[config.mk]
export PLATFORM = sky130hd
export DESIGN_NAME = redund_corr
export DESIGN_NICKNAME = d
export VERILOG_FILES = /design/src/rtl/rc_pkg.sv /design/src/rtl/rc_bit_router.sv /design/src/rtl/rc_pair_decode.sv /design/src/rtl/rc_sat_reg.sv /design/src/rtl/redund_corr.sv
export SDC_FILE = /design/constraint.sdc
export NUM_CORES = 1
export LEC_CHECK = 0
export ABC_AREA = 1
export BUFFER_PORTS_ARGS = -buffer_cell sky130_fd_sc_hd__clkbuf_2
export CAP_MARGIN = 20
export CORE_ASPECT_RATIO = 0.8
export CORE_MARGIN = 1
export CORE_UTILIZATION = 40
export CTS_CLUSTER_DIAMETER = 30
export DETAILED_ROUTE_END_ITERATION = 8
export SYNTH_ARGS = -nofsm -noshare
export SYNTH_HDL_FRONTEND = slang
export SYNTH_SLANG_ARGS = --single-unit
[constraint.sdc]
create_clock -name clk -period 2.84 [get_ports clk]
set_input_delay 0.142 -clock clk [delete_from_list [all_inputs] [get_ports clk]]
set_output_delay 0.142 -clock clk [all_outputs]
set_load 0.1 [all_outputs]
[src/rtl/rc_pkg.sv]
package rc_pkg;
  localparam int MAXS = 64;

  function automatic int count_gain_below(input logic [MAXS-1:0] mask, input int idx);
    int n;
    n = 0;
    for (int j = 0; j < MAXS; j++)
      if (j < idx && !mask[j]) n++;
    return n;
  endfunction

  function automatic int count_red(input logic [MAXS-1:0] mask);
    int n;
    n = 0;
    for (int j = 0; j < MAXS; j++)
      if (mask[j]) n++;
    return n;
  endfunction
endpackage

[src/rtl/rc_bit_router.sv]
module rc_bit_router #(
  parameter int NSTG = 19,
  parameter logic [NSTG-1:0] RED_MASK = 19'h08420,
  parameter int OW = 16
) (
  input  logic [NSTG-1:0] bits,
  output logic [OW-1:0]   base
);
  localparam logic [rc_pkg::MAXS-1:0] M64 = rc_pkg::MAXS'(RED_MASK);

  for (genvar i = 0; i < NSTG; i++) begin : g_route
    if (!RED_MASK[i]) begin : g_gain
      assign base[rc_pkg::count_gain_below(M64, i)] = bits[i];
    end
  end
endmodule

[src/rtl/rc_pair_decode.sv]
module rc_pair_decode #(
  parameter int SW = 18,
  parameter int W  = 0
) (
  input  logic                 red_bit,
  input  logic                 next_bit,
  output logic signed [SW-1:0] corr
);
  localparam logic signed [SW-1:0] STEP = SW'(1) << W;

  always_comb begin
    if (red_bit && next_bit)        corr = STEP;
    else if (!red_bit && !next_bit) corr = -STEP;
    else                            corr = '0;
  end
endmodule

[src/rtl/rc_sat_reg.sv]
module rc_sat_reg #(
  parameter int OW = 16,
  parameter int SW = 18
) (
  input  logic                 clk,
  input  logic                 rst,
  input  logic                 valid_i,
  input  logic signed [SW-1:0] sum,
  output logic                 valid_o,
  output logic [OW-1:0]        code_o
);
  localparam logic signed [SW-1:0] TOP = {{(SW-OW){1'b0}}, {OW{1'b1}}};

  logic [OW-1:0] clamped;

  always_comb begin
    if (sum < 0)        clamped = '0;
    else if (sum > TOP) clamped = '1;
    else                clamped = sum[OW-1:0];
  end

  always_ff @(posedge clk) begin
    if (rst) begin
      valid_o <= 1'b0;
      code_o  <= '0;
    end else begin
      valid_o <= valid_i;
      if (valid_i) code_o <= clamped;
    end
  end
endmodule

[src/rtl/redund_corr.sv]
module redund_corr #(
  parameter int NSTG = 19,
  parameter logic [NSTG-1:0] RED_MASK = 19'h08420,
  localparam int OW = NSTG - rc_pkg::count_red(rc_pkg::MAXS'(RED_MASK)),
  localparam int SW = OW + 2
) (
  input  logic            clk,
  input  logic            rst,
  input  logic            valid_i,
  input  logic [NSTG-1:0] stage_bits,
  output logic            valid_o,
  output logic [OW-1:0]   code_o
);
  localparam logic [rc_pkg::MAXS-1:0] M64 = rc_pkg::MAXS'(RED_MASK);

  logic [OW-1:0]        base;
  logic signed [SW-1:0] corr [NSTG];
  logic signed [SW-1:0] sum;

  rc_bit_router #(.NSTG(NSTG), .RED_MASK(RED_MASK), .OW(OW)) u_route (
    .bits(stage_bits),
    .base(base)
  );

  for (genvar i = 0; i < NSTG; i++) begin : g_pair
    if (RED_MASK[i] && i > 0) begin : g_red
      rc_pair_decode #(.SW(SW), .W(rc_pkg::count_gain_below(M64, i))) u_dec (
        .red_bit (stage_bits[i]),
        .next_bit(stage_bits[i-1]),
        .corr    (corr[i])
      );
    end else begin : g_none
      assign corr[i] = '0;
    end
  end

  always_comb begin
    sum = {{(SW-OW){1'b0}}, base};
    for (int i = 0; i < NSTG; i++) sum = sum + corr[i];
  end

  rc_sat_reg #(.OW(OW), .SW(SW)) u_sat (
    .clk    (clk),
    .rst    (rst),
    .valid_i(valid_i),
    .sum    (sum),
    .valid_o(valid_o),
    .code_o (code_o)
  );
endmodule

=== Word level (Yosys, flattened, before mapping) ===
Cells that the tools add are included.

* Register bits: 17
* Input bits: 22
* Output and inout port bits: 17
* Word-level logic and storage cells: 27

* Add/subtract/negate cells: 3
* Magnitude comparators: 2
* Muxes and demuxes: 8
* Reduce and logical (&&, ||, !) cells: 12

{| class="wikitable"
|+ Operators by type and width
! cell !! count
|-
| $mux W18 || 6
|-
| $add A18 B18 Y18 || 2
|-
| $mux W16 || 2
|-
| $add A17 B18 Y18 || 1
|-
| $gt A18 B17 Y1 const B || 1
|-
| $lt A18 B1 Y1 const B || 1
|-
| $logic_and A1 B1 Y1 || 6
|-
| $logic_not A1 Y1 || 6
|}

=== Depth between registers and ports, before layout ===
* Word-level depth: 10
* Mapped depth: 20
* Mapped depth without buffers: 18

=== Modules after synthesis ===
A second synthesis with hierarchy kept.

* Cell total of the unflattened synthesis: 513
* Area total of the unflattened synthesis: 3437.0 um^2

{| class="wikitable"
|+ By module, submodules not included
! module !! times used !! cells an instance !! area an instance (um^2)
|-
| redund_corr || 1 || 328 || 2072.0
|-
| rc_sat_reg || 1 || 106 || 802.0
|-
| rc_pair_decode || 3 || 21 || 147.6
|-
| rc_bit_router || 1 || 16 || 120.1
|}

=== Least setup slack after synthesis ===
OpenSTA, ideal clock, no wires.

* Path type: input port to flip-flop
* From: input stage_bits[4]
* To: register u_sat.code_o[5]
* Setup time: 67 ps
* Arrival: 2877 ps
* Slack: -103 ps
* Stages: 19
* Path buffers: 2
* Cells stage by stage: inv_1 > ha_1 > buf_2 > xor2_1 > ha_1 > inv_1 > fa_1 > inv_1 > ha_1 > nand2_4 > inv_4 > a21oi_2 > nand3_1 > nand2_2 > nand2_4 > nor2_8 > buf_12 > nand2_2 > a21oi_2

* Longest elaborated chain between the ends: 10
* Elaborated cells between the ends (all ways): 12
* Classes of those cells: add/sub (3); order compare (2); mux (4); reduce/logical (3)

{| class="wikitable"
|+ Ends and longest elaborated chain
! element !! RTL line !! source
|-
| start, declared || redund_corr.sv:10 || <nowiki>input logic [NSTG-1:0] stage_bits,</nowiki>
|-
| $logic_not A1 Y1 || rc_pair_decode.sv:13 || <nowiki>else if (!red_bit && !next_bit) corr = -STEP;</nowiki>
|-
| $logic_and A1 B1 Y1 || rc_pair_decode.sv:13 ||
|-
| $mux W18 || rc_pair_decode.sv:13 ||
|-
| $mux W18 || rc_pair_decode.sv:12 || <nowiki>if (red_bit && next_bit) corr = STEP;</nowiki>
|-
| $add A17 B18 Y18 * || redund_corr.sv:39 || <nowiki>for (int i = 0; i < NSTG; i++) sum = sum + corr[i];</nowiki>
|-
| $add A18 B18 Y18 * (2 in a row) || redund_corr.sv:39 ||
|-
| $gt A18 B17 Y1 || rc_sat_reg.sv:18 || <nowiki>else if (sum > TOP) clamped = '1;</nowiki>
|-
| $mux W16 || rc_sat_reg.sv:18 ||
|-
| $mux W16 * || rc_sat_reg.sv:17 || <nowiki>if (sum < 0) clamped = '0;</nowiki>
|-
| end signal, assigned || rc_sat_reg.sv:28 || <nowiki>if (valid_i) code_o <= clamped;</nowiki>
|-
| end, declared || rc_sat_reg.sv:10 || <nowiki>output logic [OW-1:0] code_o</nowiki>
|}

Mark *: on every way between the ends. The rest lies on a longest branch, timed or not.
A chain may end at the register's enable or synchronous reset.

=== Final worst setup path ===
* From: input stage_bits[4]
* To: register u_sat.code_o[14]

The elaborated chain is that of the path after synthesis.

==> summary.md <==
| Metric | Value |
|---|---|
| Worst path bufs/invs | 5 |
| Die Y | 66.6 microns |
| Antenna Nets Post-Route | 0 |
| R2r worst-path depth | 2 |
| Hold path cells | 4 |
| Largest family of logic cells by synthesized area | simple AND/OR/NAND/NOR gates |
| Clock Power Share | 0.099 |
| GPL Wtd Cong | 0.893 |
| Final Hold Vio Count | 0 |
| Slew @ Worst Pin | 0.544 ns |
| Via/cell ratio | 4.67 |
| #FFs+latches synth | 17 |
| Post-synthesis mux area share | 0 |
| Number of synthesized flops with an enable pin | 0 |
| Number of nets in the layout | 405 |
| Multi-input logic area | 0.00165 sq mm |
| Core area | 0.00501 sq mm |
| Cell leakage power | 1.48 nW |
| Sequential cell area | 340 sq um |
| Share of cells above drive strength 1 | 0.375 |
| WP data arrival | 2.85 ns |
| RSZ-0062 raised after global routing | no |
| H-tree lvl count | 1 |
| Syn Nets | 340 |
| Via count | 1910 |
| Slew margin rel. | 0.639 |
| Drt total wl | 4660 microns |
| I/O Buffers | 38 |
| Die Width | 82.7 microns |
| FFs w/ async S/R, synth | 0 |
| GR Overflow Total | 0 |
| CP most frequent cell | inv_1 |
| Cts-stage hold buffer count | 0 |
| Post-Synthesis Cells | 283 |
| Final Setup Violations | 0 |
| Antenna cells | 0 |
| CP delay by family, top | adder cells |
| Slew Limit Fails | 0 |
| Clock buffer depth | 2 |
| Combinational share of power | 0.732 |
| Peak Freq | 375 MHz |
| Worst Skew | 0 ns |
| Final period util | 0.940 |
| Non-filler cells, final | 409 |
| Primary FF master, synth | dfxtp_1 |
| Most common cell after layout, fill and taps aside | nand2_1 |
| Design internal power | 855 uW |
| Root Buffer | clkbuf_8 |
| Num rows | 23 |
| Area growth from synthesis to layout | 30.0% |
| DR iter-0 viols | 67 |
| Share of power burned in registers | 0.169 |
| Clock latency on the worst-skew pair | 0.25 ns |
| Cell chain of the critical path | clkbuf_2 -> inv_1 -> ha_4 -> xor2_2 -> ha_1 -> inv_1 -> fa_1 -> inv_1 -> ha_4 -> nand2_1 -> nand2_2 -> a21oi_4 -> buf_4 -> nand3_2 -> nand2_4 -> nor2_4 -> nand2_2 -> a21oi_2 |
| Total GRT Usage | 0.174 |
| Most frequent cells in the layout | 71 x nand2_1, 42 x inv_1, 38 x clkbuf_2 |
| Reg clk slew, reported paths | 0.07 ns |
| Synth cell types | 30 |
| Status | finished, final reports clean |
| Power per cell area | 670 mW/mm^2 |
| Synthesized area | 0.00209 sq mm |
| CTS tree | done |
| CTS Buf Count | 3 |
| DRC Markers | 0 |
| Fill cells | 485 |
| Worst hold slack | 0.246 ns |
| Register area share after synthesis | 0.163 |
| CP Depth | 18 |
| CP peak stage delay | 0.50 ns |
| HPWL Detailed | 3630 microns |
| # IOs | 39 |
| Vias in the first global route | 1724 |
| Synth warn | 0 |
| Compound-Gate Fraction of Synth Area | 0.0972 |
| Die Area | 0.00551 sq mm |
| Initial Util | 0.417 |
| Placed cell count | 404 |
| Tmin final | 2.67 ns |
| Worst hold path type | in -> reg |
| Sw Pwr | 962 uW |
| Max-Cap Viols | 0 |
| CP Launch Type | input pin |
| Initial antenna violation count | 0 |
| First-pass detailed-route iteration total | 4 |
| Synthesized area per cell | 7.37 sq um |
| Synth Area in Adders | 0.224 |
| Clk sinks | 17 |
| Largest fanout on the critical path | 8 |
| Largest net degree at the start of global routing | 20 |
| Sw frac | 0.530 |
| Critical path's slowest cell | fa_1 |
| Critical path required time | 3.03 ns |
| Routed len/inst | 11.4 microns |
| Max IR drop VDD | 0.473 mV |
| TNS Setup | 0 ns |
| XOR/XNOR Fraction of Synth Area | 0.0588 |
| First-pass GRT wire length | 7450 microns |
| Synth Area in Simple Gates | 0.328 |
| Critical Path End Type | flip-flop |
| Critical path class | in -> reg |
per-stage QoR:
step	worst slack [ns]	total power, mW	utilization	area (sq um)
floorplan	0.0266	1.28	-	2110
global placement	-0.219	1.54	0.503	2520
detailed placement	-0.283	1.55	0.503	2520
CTS	0.0842	1.74	0.515	2580
global route	0.00997	1.95	0.541	2710
finish	0.171	1.82	0.541	2710
worst min-delay path, stage by stage:
cell and delay (ns):
clkbuf_2 0.07, nand3b_1 0.09, nand2_1 0.05, a21oi_1 0.10
per-layer routing:
layer / GRT usage / vias up / part of all wire
met4: 0.0129 / 0 / 0.00086
met2: 0.298 / 29 / 0.46
met5: 0 / - / 0
li1: - / 1018 / -
met1: 0.239 / 861 / 0.51
met3: 0.0247 / 2 / 0.031
synthesized netlist by cell type, types with 5 or more instances:
| cell | count | area, sq um |
|---|---|---|
| a21o_1 | 5 | 37.5 |
| a21oi_1 | 10 | 50.1 |
| a21oi_2 | 12 | 105 |
| dfxtp_1 | 17 | 340 |
| ha_1 | 31 | 388 |
| inv_1 | 43 | 161 |
| nand2_1 | 73 | 274 |
| nand2_2 | 16 | 100 |
| nand3_1 | 13 | 65.1 |
| nand3b_1 | 10 | 75.1 |
| nor2_1 | 7 | 26.3 |
| xor2_1 | 14 | 123 |
worst paths after layout:
kind / startpoint / slack, ns / to
min reg2reg: u_sat.code_o[0] / 0.46 / u_sat.code_o[0]
max: stage_bits[4] / 0.17 / u_sat.code_o[14]
min: stage_bits[0] / 0.25 / u_sat.code_o[0]
max reg2reg: u_sat.code_o[11] / 2.21 / u_sat.code_o[11]
power by group through the flow:
stage          Sequential (mW)  Clock [mW]  Combinational [mW]
5_1_grt                  0.312       0.194                1.45
4_1_cts                  0.307       0.182                1.26
3_5_place_dp             0.312           0                1.24
3_3_place_gp             0.311           0                1.23
2_1_floorplan            0.631           0               0.646
6_report                 0.307       0.181                1.33
layout make-up:
class                      count  area share
multi-input combinational    212       0.607
timing repair buffer          67       0.156
sequential                    17       0.126
inverter                      47      0.0660
tap                           62      0.0286
clock buffer                   4      0.0166
repair_timing:
item | in CTS | in global routing
cloned | 1 | 0
buffers inserted | 0 | 0
resized for setup | 1 | 18
endpoints found under the setup margin | 6 | 16
pin swaps | 2 | 9
kinds of logic (layout without fill, tap and decap cells):
| family | Yosys count | in the layout |
|---|---|---|
| AND/OR/NAND/NOR | 133 | 134 |
| buffers and inverters | 55 | 118 |
| adder cells (fa/ha/maj) | 35 | 35 |
| AO/OA/AOI/OAI | 29 | 29 |
| flip-flops | 17 | 17 |
| XOR/XNOR | 14 | 14 |
state kept, by name, indices dropped and copies added (netlist names):
| register | count |
|---|---|
| u_sat.code_o | 16 |
| u_sat.valid_o | 1 |
(Power assumes the default switching activity.)
